**config.mk**
```make
export PLATFORM = sky130hd
export DESIGN_NAME = rmw_atomic_unit
export DESIGN_NICKNAME = d
export VERILOG_FILES = /design/src/rtl/amo_pkg.sv /design/src/rtl/amo_decode.sv /design/src/rtl/amo_alu.sv /design/src/rtl/amo_ctrl.sv /design/src/rtl/rmw_atomic_unit.sv
export SDC_FILE = /design/constraint.sdc
export NUM_CORES = 1
export LEC_CHECK = 0
export ABC_AREA = 1
export BUFFER_PORTS_ARGS = -buffer_cell sky130_fd_sc_hd__buf_2
export CAP_MARGIN = 40
export CORE_UTILIZATION = 61
export CTS_CLUSTER_DIAMETER = 30
export DETAILED_ROUTE_END_ITERATION = 10
export GPL_ROUTABILITY_DRIVEN = 1
export GPL_TIMING_DRIVEN = 0
export HOLD_SLACK_MARGIN = 0.02
export PLACE_DENSITY_LB_ADDON = 0.1
export RECOVER_POWER = 25
export SLEW_MARGIN = 20
export SYNTH_ARGS = -nofsm -noshare
export SYNTH_HDL_FRONTEND = slang
export SYNTH_SLANG_ARGS = --single-unit
```
**constraint.sdc**
```tcl
create_clock -name clk -period 4 [get_ports clk]
set_clock_uncertainty 0.1 [all_clocks]
set_input_delay 0 -clock clk [delete_from_list [all_inputs] [get_ports clk]]
set_output_delay 0 -clock clk [all_outputs]
set_load 0.05 [all_outputs]
```
**src/rtl/amo_pkg.sv**
```systemverilog
// Package: shared types for the atomic read-modify-write sequencer.
// Assumes: nothing beyond the SystemVerilog standard.
package amo_pkg;

    // Operation selected by the immediate.
    typedef enum logic [2:0] {
        OP_ADD  = 3'd0,
        OP_OR   = 3'd1,
        OP_AND  = 3'd2,
        OP_XOR  = 3'd3,
        OP_XCHG = 3'd4,
        OP_CMPX = 3'd5
    } amo_op_e;

    // Sequencer phases.
    typedef enum logic [2:0] {
        S_IDLE  = 3'd0,
        S_READ  = 3'd1,
        S_COMP  = 3'd2,
        S_WRITE = 3'd3,
        S_WB    = 3'd4
    } amo_state_e;

endpackage

```
**src/rtl/amo_decode.sv**
```systemverilog
// Module: amo_decode
// Classifies an opcode byte and immediate into an atomic operation.
// Assumes: combinational use, sampled only in the idle cycle that accepts start.
module amo_decode
    import amo_pkg::*;
#(
    parameter int IMM_W = 32
) (
    input  logic [7:0]       opcode,
    input  logic [IMM_W-1:0] imm,
    output logic             legal,
    output logic             wide,
    output logic             fetch,
    output amo_op_e          op
);

    localparam int IMM_HI = IMM_W - 8;

    logic opc_ok;
    logic imm_ok;

    // Opcode check: store-from-register class, atomic mode, word or doubleword size.
    always_comb begin
        opc_ok = (opcode[2:0] == 3'b011) && (opcode[7:5] == 3'b110) &&
                 ((opcode[4:3] == 2'b00) || (opcode[4:3] == 2'b11));
        wide   = (opcode[4:3] == 2'b11);
    end

    // Immediate check and operation select.
    always_comb begin
        imm_ok = (imm[IMM_W-1:8] == {IMM_HI{1'b0}});
        op     = OP_ADD;
        unique case (imm[7:0])
            8'h00, 8'h01: op = OP_ADD;
            8'h40, 8'h41: op = OP_OR;
            8'h50, 8'h51: op = OP_AND;
            8'hA0, 8'hA1: op = OP_XOR;
            8'hE1:        op = OP_XCHG;
            8'hF1:        op = OP_CMPX;
            default:      imm_ok = 1'b0;
        endcase
        fetch = imm[0];
        legal = opc_ok && imm_ok;
    end

endmodule

```
**src/rtl/amo_alu.sv**
```systemverilog
// Module: amo_alu
// Computes the value to store from the old memory value and the operands,
// and says whether a write is needed at all (compare-exchange miss skips it).
// Assumes: old_val is already zero-extended when wide is low.
module amo_alu
    import amo_pkg::*;
#(
    parameter int DATA_W = 64
) (
    input  amo_op_e           op,
    input  logic              wide,
    input  logic [DATA_W-1:0] old_val,
    input  logic [DATA_W-1:0] src_val,
    input  logic [DATA_W-1:0] cmp_val,
    output logic [DATA_W-1:0] new_val,
    output logic              do_write
);

    localparam int HALF_W = DATA_W / 2;

    logic [DATA_W-1:0] raw;
    logic              hit;

    // Comparison for compare-exchange, at the selected width.
    always_comb begin
        hit = wide ? (old_val == cmp_val)
                   : (old_val[HALF_W-1:0] == cmp_val[HALF_W-1:0]);
    end

    // Operation result, trimmed to the selected width.
    always_comb begin
        unique case (op)
            OP_ADD:  raw = old_val + src_val;
            OP_OR:   raw = old_val | src_val;
            OP_AND:  raw = old_val & src_val;
            OP_XOR:  raw = old_val ^ src_val;
            default: raw = src_val;
        endcase
        new_val  = wide ? raw : {{HALF_W{1'b0}}, raw[HALF_W-1:0]};
        do_write = !((op == OP_CMPX) && !hit);
    end

endmodule

```
**src/rtl/amo_ctrl.sv**
```systemverilog
// Module: amo_ctrl
// Phase sequencer: idle, read, compute, write, write-back.
// Assumes: mem_ready is only meaningful while a request is up; do_write is
// valid during the compute phase.
module amo_ctrl
    import amo_pkg::*;
(
    input  logic clk,
    input  logic rst_n,
    input  logic start,
    input  logic legal,
    input  logic mem_ready,
    input  logic do_write,
    output logic accept,
    output logic in_read,
    output logic in_comp,
    output logic in_write,
    output logic in_wb,
    output logic busy
);

    amo_state_e state, state_nx;

    // Next-phase selection.
    always_comb begin
        state_nx = state;
        unique case (state)
            S_IDLE:  if (start) state_nx = legal ? S_READ : S_WB;
            S_READ:  if (mem_ready) state_nx = S_COMP;
            S_COMP:  state_nx = do_write ? S_WRITE : S_WB;
            S_WRITE: if (mem_ready) state_nx = S_WB;
            S_WB:    state_nx = S_IDLE;
            default: state_nx = S_IDLE;
        endcase
    end

    // Phase register.
    always_ff @(posedge clk) begin
        if (!rst_n) state <= S_IDLE;
        else        state <= state_nx;
    end

    // Phase decode for the datapath.
    always_comb begin
        accept   = (state == S_IDLE) && start;
        in_read  = (state == S_READ);
        in_comp  = (state == S_COMP);
        in_write = (state == S_WRITE);
        in_wb    = (state == S_WB);
        busy     = (state != S_IDLE);
    end

endmodule

```
**src/rtl/rmw_atomic_unit.sv**
```systemverilog
// Module: rmw_atomic_unit (top)
// Atomic read-modify-write sequencer on one synchronous memory port.
// Captures operands when start is accepted, reads the target under lock,
// computes, writes unless a compare-exchange misses, then reports one
// register write-back.
// Assumes: memory returns read data in the cycle mem_ready is high; in
// 32-bit mode memory updates only the low half of the addressed location.
module rmw_atomic_unit
    import amo_pkg::*;
#(
    parameter int DATA_W = 64,
    parameter int ADDR_W = 64,
    parameter int OFF_W  = 16,
    parameter int IMM_W  = 32
) (
    input  logic              clk,
    input  logic              rst_n,
    input  logic              start,
    input  logic [7:0]        opcode,
    input  logic [IMM_W-1:0]  imm,
    input  logic [ADDR_W-1:0] base,
    input  logic [OFF_W-1:0]  offset,
    input  logic [DATA_W-1:0] src_val,
    input  logic [DATA_W-1:0] r0_val,
    output logic              busy,
    output logic              done,
    output logic              illegal,
    output logic              mem_req,
    output logic              mem_we,
    output logic              mem_wide,
    output logic [ADDR_W-1:0] mem_addr,
    output logic [DATA_W-1:0] mem_wdata,
    input  logic [DATA_W-1:0] mem_rdata,
    input  logic              mem_ready,
    output logic              mem_lock,
    output logic              wb_src_en,
    output logic              wb_r0_en,
    output logic [DATA_W-1:0] wb_data
);

    localparam int HALF_W = DATA_W / 2;
    localparam int EXT_W  = ADDR_W - OFF_W;

    logic              dec_legal, dec_wide, dec_fetch;
    amo_op_e           dec_op;
    logic              accept, in_read, in_comp, in_write, in_wb;
    logic [DATA_W-1:0] alu_new;
    logic              alu_write;

    amo_op_e           op_q;
    logic              wide_q, fetch_q, bad_q;
    logic [ADDR_W-1:0] addr_q;
    logic [DATA_W-1:0] src_q, r0_q, old_q, new_q;

    amo_decode #(.IMM_W(IMM_W)) u_dec (
        .opcode (opcode),
        .imm    (imm),
        .legal  (dec_legal),
        .wide   (dec_wide),
        .fetch  (dec_fetch),
        .op     (dec_op)
    );

    amo_ctrl u_ctrl (
        .clk       (clk),
        .rst_n     (rst_n),
        .start     (start),
        .legal     (dec_legal),
        .mem_ready (mem_ready),
        .do_write  (alu_write),
        .accept    (accept),
        .in_read   (in_read),
        .in_comp   (in_comp),
        .in_write  (in_write),
        .in_wb     (in_wb),
        .busy      (busy)
    );

    amo_alu #(.DATA_W(DATA_W)) u_alu (
        .op       (op_q),
        .wide     (wide_q),
        .old_val  (old_q),
        .src_val  (src_q),
        .cmp_val  (r0_q),
        .new_val  (alu_new),
        .do_write (alu_write)
    );

    // Operand capture at acceptance; address formed with sign-extended offset.
    always_ff @(posedge clk) begin
        if (!rst_n) begin
            op_q    <= OP_ADD;
            wide_q  <= 1'b0;
            fetch_q <= 1'b0;
            bad_q   <= 1'b0;
            addr_q  <= '0;
            src_q   <= '0;
            r0_q    <= '0;
        end else if (accept) begin
            op_q    <= dec_op;
            wide_q  <= dec_wide;
            fetch_q <= dec_fetch;
            bad_q   <= !dec_legal;
            addr_q  <= base + {{EXT_W{offset[OFF_W-1]}}, offset};
            src_q   <= src_val;
            r0_q    <= r0_val;
        end
    end

    // Old value capture on the read handshake, zero-extended in 32-bit mode.
    always_ff @(posedge clk) begin
        if (!rst_n)
            old_q <= '0;
        else if (in_read && mem_ready)
            old_q <= wide_q ? mem_rdata : {{HALF_W{1'b0}}, mem_rdata[HALF_W-1:0]};
    end

    // Store value capture in the compute phase, held through the write.
    always_ff @(posedge clk) begin
        if (!rst_n)        new_q <= '0;
        else if (in_comp)  new_q <= alu_new;
    end

    // Memory port and lock drive.
    always_comb begin
        mem_req   = in_read || in_write;
        mem_we    = in_write;
        mem_wide  = wide_q;
        mem_addr  = addr_q;
        mem_wdata = new_q;
        mem_lock  = in_read || in_comp || in_write;
    end

    // Completion and register write-back drive.
    always_comb begin
        done      = in_wb;
        illegal   = in_wb && bad_q;
        wb_src_en = in_wb && !bad_q && fetch_q && (op_q != OP_CMPX);
        wb_r0_en  = in_wb && !bad_q && (op_q == OP_CMPX);
        wb_data   = old_q;
    end

endmodule

```
==> impl_metrics.ini, run 1 <==
[run_status]
stop_error = [ERROR GRT-0116] Global routing finished with congestion. Check the congestion regions in the DRC Viewer.
status = did not finish
lastStage = global routing (5_1_grt)

[cts]
htreeDepth = 3
post_cts_buffers = 0
root_buffer = clkbuf_16
ctsResizeCount = 0
cts_buffers = 76
clk_path_buf_depth = 3
cts.sinks = 329
cts_hold_buf = 281

[floorplan]
io_pins = 517
die_h_um = 209
rows = 75
start_util_pct = 62.0
dieWidth_um = 209

[global_routing]
overflow = 598
track_usage_pct = 87.1
grt_pass1_wl_mm = 289
grt_pass1_vias = 42900
grt_max_degree = 37

[placed_design]
port_buffers = 515
dp_cells = 5320
dpl.hpwl_mm = 99.0
place.gp.congestion = 1.18

[yosys]
synthTopCellsByArea = dfxtp_1, nand2_1, inv_1, ha_1, a21oi_1
syn_area_per_cell_um2 = 6.12
yosysWarningCount = 0
netlist_instances = 4263
yosysMostFrequentCell = nand2_1
synth-seq-cells = 329
synth_edf_count = 0
ys_async_sr_fraction_pct = 0
ys_types = 48
ys_seq_area_share_pct = 25.3
yosys.area.top_type = dfxtp_1
synth_top_area_share_pct = 25.3
synth_area_um2 = 26100
synth_common_cells = nand2_1, inv_1, a21oi_1
ys.flop_type = dfxtp_1
synthesis.nets = 4773
[routing by layer]
layer / global-route usage [%] / overflow
met2: 101 / 345
met4: 90.3 / 186
met3: 77.3 / 25
met1: 84.2 / 33
met5: 43.6 / 9
[through the flow]
stage / worst slack [ns] / utilization, % / area [um2] / hold slack, ns
4_1_cts: 0.252 / 83.0 / 34900 / 0.0202
2_1_floorplan: 1.34 / - / 26100 / 0.0438
3_3_place_gp: 0.791 / 69.8 / 29300 / 0.151
3_5_place_dp: 0.878 / 69.9 / 29400 / 0.156
[cell families after synthesis]
group | after synthesis | synth area share (%)
simple gates | 1795 | 28.6
fa+ha+maj | 194 | 9.37
compound gates | 995 | 21.5
flops | 329 | 25.3
xor+xnor | 78 | 2.62
buf+inv | 872 | 12.7
==> inputs of run 2 (changes only) <==
- CORE_UTILIZATION: 61 -> 40
- CTS_CLUSTER_DIAMETER: 30 -> unset
- HOLD_SLACK_MARGIN: 0.02 -> unset
- PLACE_DENSITY_LB_ADDON: 0.1 -> 0.15
==> impl_metrics.ini, run 2 <==
[critical_path]
path_class = reg2reg
crit_family = simple AND/OR/NAND/NOR gates
crit_path_top_delay_cell = dfxtp_1
worstPathRequired_ns = 4.35
cpMostUsedCell = nand2_1
cp-start-kind = flip-flop
crit_path_max_incr_delay_ns = 0.60
path_max_fanout = 6
crit_arrival_ns = 3.76
crit_buf_inv = 1
endpoint_kind = flip-flop
crit_chain = inv_1, ha_1, nand2_4, nor2_4, nand2_2, nor3_2, nand3_1, nand3_1, nand2_1, nand2_1, o21ai_1, nand2_1, a21oi_1

[cts]
htreeDepth = 2
tritoncts = built
cts_buffers = 41
clk_path_buf_depth = 3
post_cts_buffers = 0
path_clk_slew_ns = 0.06
cts.sinks = 329
root_buffer = clkbuf_16
clk_latency_ns = 0.62

[yosys]
ys_seq_area_share_pct = 25.3
ys_types = 48
synth-seq-cells = 329
syn_area_per_cell_um2 = 6.12
synth_common_cells = nand2_1, inv_1, a21oi_1
yosysWarningCount = 0
ys.flop_type = dfxtp_1
synth_edf_count = 0
netlist_instances = 4263
synthTopCellsByArea = dfxtp_1, nand2_1, inv_1, ha_1, a21oi_1
yosysMostFrequentCell = nand2_1
synthesis.nets = 4773
ys_async_sr_fraction_pct = 0
synth_top_area_share_pct = 25.3
synth_area_um2 = 26100
yosys.area.top_type = dfxtp_1

[hold_path]
hold_class = in2reg

[power_and_ir_drop]
seqPwrFrac_pct = 34.2
powerDensity_nw_per_um2 = 309
ir_drop_mv = 0.320
finalPower_w = 0.0105
switching_share_pct = 34.9
p_comb_share_pct = 26.4
p_int_w = 0.00684
switchingPower_w = 0.00366
p_leak_nw = 16.4
clkPwrFrac_pct = 39.4

[final_layout]
drive_gt1_share_pct = 11.3
fillerInstances = 6965
layout_common_cells = nand2_1, inv_1, a21oi_1
syn_to_final_growth_pct = 30.3
final_common_cell = nand2_1
fin_nets = 5625

[global_routing]
grt_pass1_vias = 31100
track_usage_pct = 39.6
overflow = 0
grt_pass1_wl_mm = 195
grt_max_degree = 31
antenna_found_initial = 20

[timing]
grt_setup_unrepaired = false
holdWs_ns = 0.0124
maxSlewViolCount = 0
finalCriticalPeriod_ns = 3.40
worst_pin_slew_ns = 0.967
slew_headroom_pct = 34.9
tns_ns = 0
setup_violations = 0
fmax_mhz = 294
finalHoldViolCount = 0
fin_crit_sh_pct = 85.1

[detailed_routing]
routed_wl_mm = 135
wl_per_cell_um = 22.5
dr.pass1.iters = 6
vias_per_cell = 5.38
drtAntennaViolNets = 0
drc = 0
drtIter0Drc = 3156
vias = 32300

[floorplan]
die-area_um2 = 66200
rows = 93
start_util_pct = 40.5
io_pins = 517
dieWidth_um = 257
coreArea_um2 = 64500
die_h_um = 257

[run]
maxCapViolCount = 0

[placed_design]
dpl.hpwl_mm = 110
place.gp.congestion = 1.06
port_buffers = 515

[run_status]
status = finished clean
## run 2: power groups by stage
stage	Combinational [W]	Clock, W	Sequential, W
4_1_cts	0.00273	0.00415	0.00358
6_report	0.00277	0.00414	0.00359
2_1_floorplan	0.00130	0	0.00389
3_3_place_gp	0.00247	0	0.00365
5_1_grt	0.00298	0.00428	0.00361
3_5_place_dp	0.00249	0	0.00365
## run 2: cell families (layout without fill, tap and decap cells)
| family | after synthesis | count (layout) | synth area share (%) |
|---|---|---|---|
| compound gates | 995 | 995 | 21.5 |
| other cells | 0 | 7 | 0 |
| xor+xnor | 78 | 78 | 2.62 |
| simple gates | 1795 | 1795 | 28.6 |
| buf+inv | 872 | 1756 | 12.7 |
| fa+ha+maj | 194 | 194 | 9.37 |
| flops | 329 | 329 | 25.3 |
## run 2: path summary, 6_finish.rpt
| check | from | endpoint | slack [ns] | cells after the start |
|---|---|---|---|---|
| worst max-delay path | wb_data[25] | mem_wdata[36] | 0.60 | 13 |
| worst min-delay path | imm[7] | u_ctrl.state[2] | 0.01 | 7 |
| worst max register to register | wb_data[25] | mem_wdata[36] | 0.60 | 13 |
| worst min register to register | mem_wdata[25] | mem_wdata[25] | 0.36 | 2 |
## run 2: area by class of cell
cell class	count	area, um2	area share [%]
antenna	7	17.5	0.0515
buffer	147	581	1.71
clock buffer	50	1100	3.24
clock inverter	25	349	1.03
inverter	725	2720	8.01
multi-input combinational	3062	16200	47.6
sequential	329	6590	19.4
tap	855	1070	3.15
timing repair buffer	809	5380	15.8
## run 2: worst min-delay path, cell delays in order
cell and delay [ns]:
buf_2 0.11, nor4_1 0.05, o21ai_1 0.23, a21oi_1 0.09
o21ai_0 0.07, nand2_1 0.05, nor2_1 0.07
## run 2: metrics by stage
stage	util (%)	setup WS (ns)	area [um2]	cells
final	52.7	0.596	34000	6009
after global routing	52.7	0.474	34000	6007
after CTS	53.0	0.132	34100	6002
after detailed placement	46.3	0.642	29800	5643
after global placement	46.1	0.290	29700	5633
after floorplan	-	1.34	26100	4263
## run 2: timing repair
action,CTS,global route
setup endpoints to repair,0,1
resized for setup,0,2
hold buffers,284,0
endpoints found under the hold margin,249,0
## run 2: layer usage
layer,share of wire (%),track usage [%],vias to the layer above
met1,40,48.9,15100
met2,46,66.3,1463
met4,5.7,20.5,26
li1,-,-,15400
met3,7.9,6.23,370
met5,0.11,0,-
Power figures use the tool's default switching activity.
